File: src/rtl/regfile_pkg.sv
package regfile_pkg;
  typedef enum logic [2:0] {
    OP_NONE   = 3'd0,
    OP_LOAD   = 3'd1,
    OP_INC    = 3'd2,
    OP_DEC    = 3'd3,
    OP_SP_LD  = 3'd4,
    OP_SP_ST  = 3'd5,
    OP_PUSH   = 3'd6,
    OP_POP    = 3'd7
  } rf_op_e;
endpackage

File: src/rtl/rf_byte_bank.sv
module rf_byte_bank #(
  parameter int DW   = 8,
  parameter int NREG = 8
) (
  input  logic                     clk,
  input  logic                     rst_n,
  input  logic [$clog2(NREG)-1:0]  rd_a_idx,
  output logic [DW-1:0]            rd_a_data,
  input  logic [$clog2(NREG)-1:0]  rd_b_idx,
  output logic [DW-1:0]            rd_b_data,
  input  logic                     byte_we,
  input  logic [$clog2(NREG)-1:0]  byte_widx,
  input  logic [DW-1:0]            byte_wdata,
  input  logic                     pair_we,
  input  logic [$clog2(NREG/2)-1:0] pair_idx,
  input  logic [2*DW-1:0]          pair_wdata,
  output logic [2*DW-1:0]          pair_rdata
);
  localparam int NPAIR = NREG / 2;
  localparam int RIW   = $clog2(NREG);
  localparam int PIW   = $clog2(NPAIR);

  logic [DW-1:0]   regs_w  [NREG];
  logic [2*DW-1:0] pairs_w [NPAIR];

  for (genvar g = 0; g < NREG; g++) begin : g_reg
    localparam int PSEL = g / 2;
    localparam bit HIGH = (g % 2) == 1;
    logic [DW-1:0] q, d;
    logic          en;

    always_comb begin
      d  = q;
      en = 1'b0;
      if (pair_we && pair_idx == PIW'(PSEL)) begin
        d  = HIGH ? pair_wdata[2*DW-1:DW] : pair_wdata[DW-1:0];
        en = 1'b1;
      end else if (byte_we && byte_widx == RIW'(g)) begin
        d  = byte_wdata;
        en = 1'b1;
      end
    end

    always_ff @(posedge clk or negedge rst_n) begin
      if (!rst_n)  q <= '0;
      else if (en) q <= d;
    end

    assign regs_w[g] = q;
  end

  for (genvar p = 0; p < NPAIR; p++) begin : g_pair
    assign pairs_w[p] = {regs_w[2*p+1], regs_w[2*p]};
  end

  assign rd_a_data  = regs_w[rd_a_idx];
  assign rd_b_data  = regs_w[rd_b_idx];
  assign pair_rdata = pairs_w[pair_idx];
endmodule

File: src/rtl/rf_pair_alu.sv
module rf_pair_alu
  import regfile_pkg::*;
#(
  parameter int PW = 16
) (
  input  rf_op_e          op,
  input  logic [PW-1:0]   pair_in,
  input  logic [PW-1:0]   sp_in,
  input  logic [PW-1:0]   ext_in,
  output logic            pair_we,
  output logic [PW-1:0]   pair_res,
  output logic            zero
);
  localparam logic [PW-1:0] ONE = PW'(1);

  always_comb begin
    pair_we  = 1'b1;
    pair_res = pair_in;
    unique case (op)
      OP_LOAD:  pair_res = ext_in;
      OP_INC:   pair_res = pair_in + ONE;
      OP_DEC:   pair_res = pair_in - ONE;
      OP_SP_ST: pair_res = sp_in;
      OP_POP:   pair_res = ext_in;
      default:  pair_we  = 1'b0;
    endcase
    zero = (op == OP_INC || op == OP_DEC) && (pair_res == '0);
  end
endmodule

File: src/rtl/rf_sp_unit.sv
module rf_sp_unit
  import regfile_pkg::*;
#(
  parameter int AW   = 16,
  parameter int STEP = 2
) (
  input  logic          clk,
  input  logic          rst_n,
  input  rf_op_e        op,
  input  logic [AW-1:0] pair_in,
  output logic [AW-1:0] sp_q,
  output logic [AW-1:0] stack_addr
);
  localparam logic [AW-1:0] STEP_V = AW'(STEP);

  logic [AW-1:0] sp_d;
  logic          sp_en;

  always_comb begin
    sp_en = 1'b1;
    sp_d  = sp_q;
    unique case (op)
      OP_SP_LD: sp_d  = pair_in;
      OP_PUSH:  sp_d  = sp_q - STEP_V;
      OP_POP:   sp_d  = sp_q + STEP_V;
      default:  sp_en = 1'b0;
    endcase
    stack_addr = (op == OP_PUSH) ? sp_d : sp_q;
  end

  always_ff @(posedge clk or negedge rst_n) begin
    if (!rst_n)     sp_q <= '0;
    else if (sp_en) sp_q <= sp_d;
  end
endmodule

File: src/rtl/dual_view_regfile.sv
module dual_view_regfile
  import regfile_pkg::*;
#(
  parameter int DW   = 8,
  parameter int NREG = 8
) (
  input  logic                       clk,
  input  logic                       rst_n,
  input  logic [$clog2(NREG)-1:0]    rd_a_idx,
  output logic [DW-1:0]              rd_a_data,
  input  logic [$clog2(NREG)-1:0]    rd_b_idx,
  output logic [DW-1:0]              rd_b_data,
  input  logic                       byte_we,
  input  logic [$clog2(NREG)-1:0]    byte_widx,
  input  logic [DW-1:0]              byte_wdata,
  input  logic [2:0]                 pair_op,
  input  logic [$clog2(NREG/2)-1:0]  pr_idx,
  input  logic [2*DW-1:0]            pair_wdata,
  output logic [2*DW-1:0]            pr_rdata,
  output logic [2*DW-1:0]            sp_out,
  output logic [2*DW-1:0]            stack_addr,
  output logic                       zero_out
);
  localparam int PW   = 2 * DW;
  localparam int STEP = PW / 8;

  logic [1:0]    rst_sync_q;
  logic          rst_core_n;
  rf_op_e        op;
  logic          pair_we;
  logic [PW-1:0] pair_res;

  always_ff @(posedge clk or negedge rst_n) begin
    if (!rst_n) rst_sync_q <= 2'b00;
    else        rst_sync_q <= {rst_sync_q[0], 1'b1};
  end
  assign rst_core_n = rst_sync_q[1];

  assign op = rf_op_e'(pair_op);

  rf_byte_bank #(.DW(DW), .NREG(NREG)) u_bank (
    .clk        (clk),
    .rst_n      (rst_core_n),
    .rd_a_idx   (rd_a_idx),
    .rd_a_data  (rd_a_data),
    .rd_b_idx   (rd_b_idx),
    .rd_b_data  (rd_b_data),
    .byte_we    (byte_we),
    .byte_widx  (byte_widx),
    .byte_wdata (byte_wdata),
    .pair_we    (pair_we),
    .pair_idx   (pr_idx),
    .pair_wdata (pair_res),
    .pair_rdata (pr_rdata)
  );

  rf_pair_alu #(.PW(PW)) u_alu (
    .op       (op),
    .pair_in  (pr_rdata),
    .sp_in    (sp_out),
    .ext_in   (pair_wdata),
    .pair_we  (pair_we),
    .pair_res (pair_res),
    .zero     (zero_out)
  );

  rf_sp_unit #(.AW(PW), .STEP(STEP)) u_sp (
    .clk        (clk),
    .rst_n      (rst_core_n),
    .op         (op),
    .pair_in    (pr_rdata),
    .sp_q       (sp_out),
    .stack_addr (stack_addr)
  );
endmodule

File: config.mk
export PLATFORM = sky130hd
export DESIGN_NAME = dual_view_regfile
export DESIGN_NICKNAME = d
export VERILOG_FILES = /design/src/rtl/regfile_pkg.sv /design/src/rtl/rf_byte_bank.sv /design/src/rtl/rf_pair_alu.sv /design/src/rtl/rf_sp_unit.sv /design/src/rtl/dual_view_regfile.sv
export SDC_FILE = /design/constraint.sdc
export NUM_CORES = 1
export LEC_CHECK = 0
export BUFFER_PORTS_ARGS = -buffer_cell sky130_fd_sc_hd__buf_2
export CAP_MARGIN = 20
export CORE_AREA = 4 4 226 118
export DETAILED_ROUTE_END_ITERATION = 6
export DIE_AREA = 0 0 230 122
export PLACE_DENSITY = 0.54
export SLEW_MARGIN = 20
export SYNTH_ARGS = -nofsm -noshare
export SYNTH_HDL_FRONTEND = slang
export SYNTH_SLANG_ARGS = --single-unit
File: constraint.sdc
create_clock -name clk -period 13.14 [get_ports clk]
set_clock_uncertainty 0.05 [all_clocks]
set_input_delay 1.971 -clock clk [delete_from_list [all_inputs] [get_ports clk]]
set_output_delay 1.971 -clock clk [all_outputs]
set_load 0.05 [all_outputs]
After elaboration in Yosys (flattened, before gate mapping)
Cells that the tools add are included.
{"block": "totals", "output_inout_bits": 65, "input_bits": 41, "regBits": 82, "wordCells": 119}
{"block": "classes", "muxes": 46, "n_eq_ne": 17, "bitwise_logic": 3, "reduce_logical": 36, "magnitude_cmp": 3, "addsub": 4}
{"op": "two-way mux 8 bit", "count": 20}
{"op": "one-hot mux 16 bit (4 select lines)", "count": 1}
{"op": "binary-select mux 8 bit (select 3 bit)", "count": 2}
{"op": "two-way mux 16 bit", "count": 3}
{"op": "one-hot mux 16 bit (3 select lines)", "count": 1}
{"op": "binary-select mux 16 bit (select 2 bit)", "count": 1}
{"op": "equality test 3 bit, second input constant", "count": 8}
{"op": "two-way mux 1 bit", "count": 18}
{"op": "adder 16 x 1 -> 16 bit, second input constant", "count": 1}
{"op": "adder 16 x 2 -> 16 bit, second input constant", "count": 1}
{"op": "logical NOT 16 bit", "count": 1}
{"op": "AND reduction 2 bit", "count": 8}
{"op": "nonzero test 2 bit", "count": 8}
{"op": "subtractor 16 x 1 -> 16 bit, second input constant", "count": 1}
{"op": "subtractor 16 x 2 -> 16 bit, second input constant", "count": 1}
{"op": "logical AND 1 bit", "count": 13}
{"op": "equality test 3 x 2 -> 1 bit, second input constant", "count": 4}
{"op": ">= comparator 4 bit, second input constant", "count": 2}
{"op": "NOT 3 -> 4 bit", "count": 2}
{"op": "equality test 3 x 1 -> 1 bit, second input constant", "count": 2}
{"op": "OR reduction 5 bit", "count": 1}
{"op": "equality test 2 bit, second input constant", "count": 2}
{"op": ">= comparator 3 bit, second input constant", "count": 1}
{"op": "logical NOT 3 bit", "count": 1}
{"op": "other kinds (6)", "count": 6}

Depth between registers and ports, before layout
{"block": "logic_depth", "ltp_word": 8, "mapped_depth": 16, "depth_no_buf": 13}

Cells and area by module
From an unflattened synthesis, not the netlist that was laid out.
{"block": "unflattened", "cells_unflattened": 868, "area_unflattened_um2": 7998.9}
{"mod": "rf_byte_bank", "n_inst": 1, "area_per_inst_um2": 4508.1, "seq_area_each_um2": 1601.5, "cells_each": 375}
{"mod": "rf_sp_unit", "n_inst": 1, "area_per_inst_um2": 1735.4, "seq_area_each_um2": 400.4, "cells_each": 222}
{"mod": "rf_pair_alu", "n_inst": 1, "area_per_inst_um2": 1701.6, "seq_area_each_um2": 0.0, "cells_each": 268}
{"mod": "dual_view_regfile", "n_inst": 1, "area_per_inst_um2": 53.8, "seq_area_each_um2": 50.0, "cells_each": 3}

Least setup slack after synthesis
Ideal clock, no wire load.
{"block": "synth_path", "kind": "input to output", "start": "input port pair_op[2]", "end": "output port stack_addr[14]", "required_ns": 11.119, "n_path_buf": 4, "stages": 15, "arrival_time_ns": 6.396, "path_slack_ns": 4.723, "cell_sequence": "clkbuf_1 > clkbuf_1 > buf_1 > clkbuf_1 > nand3_1 > ha_1 > a21o_1 > a21oi_1 > nor2b_1 > o21ai_0 > a211oi_1 > nor3_1 > o41ai_1 > xnor2_1 > o21ai_0"}
{"block": "synth_via", "elab_chain_len": 3, "elab_cells_between_ends": 5, "cone_classes": "eq/ne: 3; mux: 2"}
{"item": "start, declared", "line_no": "dual_view_regfile.sv:16", "text": "input logic [2:0] pair_op,"}
{"item": "equality test 3 bit (on tied branches)", "line_no": "rf_sp_unit.sv:22, rf_sp_unit.sv:28"}
{"item": "one-hot mux 16 bit (3 select lines)", "line_no": "rf_sp_unit.sv:22", "text": "unique case (op)"}
{"item": "two-way mux 16 bit *", "line_no": "rf_sp_unit.sv:28", "text": "stack_addr = (op == OP_PUSH) ? sp_d : sp_q;"}
{"item": "end, declared", "line_no": "dual_view_regfile.sv:21", "text": "output logic [2*DW-1:0] stack_addr,"}
Mark *: on every way between the ends. The rest lies on a longest branch, timed or not.

Worst setup path after layout
{"block": "layout_path", "start": "input port pair_op[0]", "end": "output port zero_out"}
{"block": "layout_via", "elab_chain_len": 5, "elab_cells_between_ends": 10, "cone_classes": "eq/ne: 5; mux: 1; reduce/logical: 4"}
{"item": "equality test 3 x 1 -> 1 bit or equality test 3 bit (tied branches)", "line_no": "rf_pair_alu.sv:19", "text": "unique case (op)"}
{"item": "OR reduction 2 bit (no line)"}
{"item": "one-hot mux 16 bit (4 select lines)", "line_no": "rf_pair_alu.sv:19"}
{"item": "logical NOT 16 bit", "line_no": "rf_pair_alu.sv:27", "text": "zero = (op == OP_INC || op == OP_DEC) && (pair_res == '0);"}
{"item": "logical AND 1 bit *", "line_no": "rf_pair_alu.sv:27"}
{"item": "end, declared", "line_no": "dual_view_regfile.sv:22", "text": "output logic zero_out"}
Marked as above.

==> flow_metrics.py <==
metrics = {
    "run_status": {
        "status": "finished clean",
    },
    "placement": {
        "gp_congestion": 0.913,
        "portBuffers": 105,
        "dp_hpwl_um": 19900,
        "post-place-cells": 1167,
        "placed_cell_area_um2": 8120,
    },
    "critical_path": {
        "critPathKind": "primary input to output pin",
        "crit_required_ns": 11.12,
        "cp-end-kind": "output pin",
        "crit_fanout": 32,
        "cp-start-kind": "primary input",
        "arrival_ns": 7.12,
    },
    "global_routing": {
        "antenna_found_initial": 1,
        "overflow": 0,
        "grt_max_degree": 72,
        "grtUsageTotal_pct": 19.0,
        "grt_pass1_vias": 6249,
        "grt_pass1_wl_um": 40000,
    },
    "route": {
        "post_drt_wl_per_cell_um": 22.5,
        "avgViaCountPerCell": 5.66,
        "drc": 0,
        "wl_um": 26600,
        "drtAntennaViolNets": 0,
        "drt_iter0_markers": 563,
        "first_pass_iters": 5,
        "num_vias": 6692,
    },
    "layout": {
        "diodes": 0,
        "finalNetCount": 904,
        "layout.cells.non_filler": 1182,
        "syn_to_final_growth_pct": 16.0,
        "final_cell_mix": "buf_2, dfrtp_1, o21ai_0, nand2_1, nor2_1",
        "final_common_cell": "buf_2",
        "final_layout_size_suffix_gt1_share_pct": 28.2,
        "final_area_um2": 8430,
    },
    "run": {
        "drv_cap": 0,
    },
    "pwr": {
        "ir_drop_v": 0.0000694,
        "power.density_nw_per_um2": 203,
        "total_power_mw": 1.71,
        "power.leakage_nw": 3.46,
    },
    "floorplan": {
        "io_pins": 106,
        "die_w_um": 230,
        "die_area_um2": 28100,
        "die_h_um": 122,
        "core_area_um2": 24700,
        "row_count": 41,
        "initial_core_util_pct": 29.4,
    },
    "sta": {
        "fmax_mhz": 109,
        "hold_slack_ns": 0.0981,
        "setup_tns_ns": 0,
        "period_minus_slack_ns": 9.14,
        "fin_crit_sh_pct": 69.6,
        "setup_viol": 0,
        "worst_pin_slew_ns": 1.07,
        "maxSlewViolCount": 0,
        "rsz0062_at_grt": "false",
        "hold_viol": 0,
        "relSlewSlack_pct": 27.7,
    },
    "clocking": {
        "clock_path_buffers": 2,
        "clock_sinks": 82,
        "cts_root_buf": "clkbuf_16",
        "cts_resized": 0,
        "cts_buffers": 9,
        "postCtsHoldBufs": 0,
        "postCtsSetupBuffers": 0,
        "clk_latency_ns": 0.37,
        "cts.clk_slew.worst_paths_ns": 0.07,
        "cts_tree": "built",
        "htree_levels": 3,
    },
    "logic_synthesis": {
        "synthArstFlopShare_pct": 100,
        "syn_area_um2": 7270,
        "ys_seq_elements": 82,
        "synth_edf_count": 0,
        "syn_nets": 835,
        "seq_area_frac_synth_pct": 28.2,
        "synth_cell_types": 57,
        "postSynthCellCount": 765,
        "syn_area_per_cell_um2": 9.50,
        "synth.yosys.warnings": 0,
        "ys_dominant_reg_cell": "dfrtp_1",
    },
    "min_path": {
        "holdCritPathClass": "flop to asynchronous set/reset pin",
    },
}
## per-layer routing
layer	up-vias	part of all wire, %	GRT usage, %
li1	3050	-	-
met1	3348	51	30.2
met2	273	40	25.7
met3	21	8.2	4.23
met4	0	1.2	4.04
met5	-	0	0
## layout make-up
cell class / count / area [µm²]
repair buffers: 114 / 597
multi-input cells: 615 / 5010
clock inverters: 4 / 53.8
inverters: 12 / 45.0
flip-flops and latches: 82 / 2060
fillers: 2589 / 16300
well taps: 344 / 430
clock buffers: 11 / 243
## flip-flops by register name, indices dropped and copies added, names as in the netlist
name and count:
u_bank.g.q 64, rst_sync_q 2, u_sp.sp_q 16
## path summary, 6_finish.rpt
path | from | endpoint | slack [ns] | cells past startpoint
worst min register to register | rst_sync_q[1] | u_bank.g_reg[7].q[4] | 0.1 | 0
worst min-delay path | rst_sync_q[1] | u_bank.g_reg[7].q[4] | 0.1 | 0
min in group clk | rst_sync_q[0] | rst_sync_q[1] | 0.30 | 0
max in group asynchronous | rst_n | rst_sync_q[1] | 11.59 | 1
worst max-delay path | pair_op[0] | zero_out | 4.00 | 14
worst max register to register | u_bank.g_reg[4].q[0] | u_bank.g_reg[3].q[6] | 9.09 | 11
## cell usage after synthesis, drive strengths merged, types with 3 or more instances
master / n / area share (%)
nor4: 4 / 0.34
o21a: 4 / 0.41
a21oi: 60 / 4.1
buf: 14 / 0.74
o41ai: 3 / 0.62
nor2b: 18 / 1.5
o31ai: 5 / 0.52
nand2: 63 / 3.3
a31oi: 5 / 0.64
o21ai: 70 / 4.8
ha: 27 / 4.6
clkbuf: 42 / 2.2
inv: 12 / 0.62
a22oi: 12 / 1.2
nor3b: 3 / 0.31
mux2: 46 / 7.1
nor2: 62 / 3.2
xnor2: 19 / 2.3
nand2b: 5 / 0.43
a211oi: 18 / 1.9
nand4: 3 / 0.26
mux2i: 42 / 5.8
dfrtp: 82 / 28
o22a: 3 / 0.36
mux4: 48 / 15
nand3: 9 / 0.62
nor3: 15 / 1.0
xor2: 5 / 0.60
a22o: 5 / 0.60
a21o: 11 / 1.1
nand4b: 3 / 0.36
o22ai: 23 / 2.0
## metrics by stage
step	util (%)	worst slack [ns]
after detailed placement	32.8	4.15
after global routing	34.1	3.76
after CTS	34.0	4.14
final	34.1	4.00
after global placement	32.8	3.91
after floorplan	-	4.72
## critical path: stages
cell and delay [ns]:
buf_2 0.50, inv_1 0.51, nor2_2 0.76, ha_1 0.44, a211o_1 0.38, a2111oi_2 0.47, o21a_1 0.25, nor4_1 0.07
nor3_1 0.69, and3b_1 0.29, nand4_1 0.10, o21ai_1 0.15, o2111a_1 0.24, buf_2 0.28
## kinds of logic after synthesis
logic type               share of synthesized area [%]
AO/OA/AOI/OAI                                     20.4
AND/OR/NAND/NOR                                   11.9
multiplexers                                      27.8
flip-flops                                        28.2
buffers and inverters                             3.53
adder cells (fa/ha/maj)                           5.20
XOR/XNOR                                          2.89
other                                           0.0516
## power by group
group	leakage, nW	switching, mW	internal, mW
Sequential	0.943	0.0962	0.323
Clock	0.138	0.115	0.152
Combinational	2.38	0.668	0.354
Total	3.46	0.879	0.829
Power figures use the tool's default switching activity.
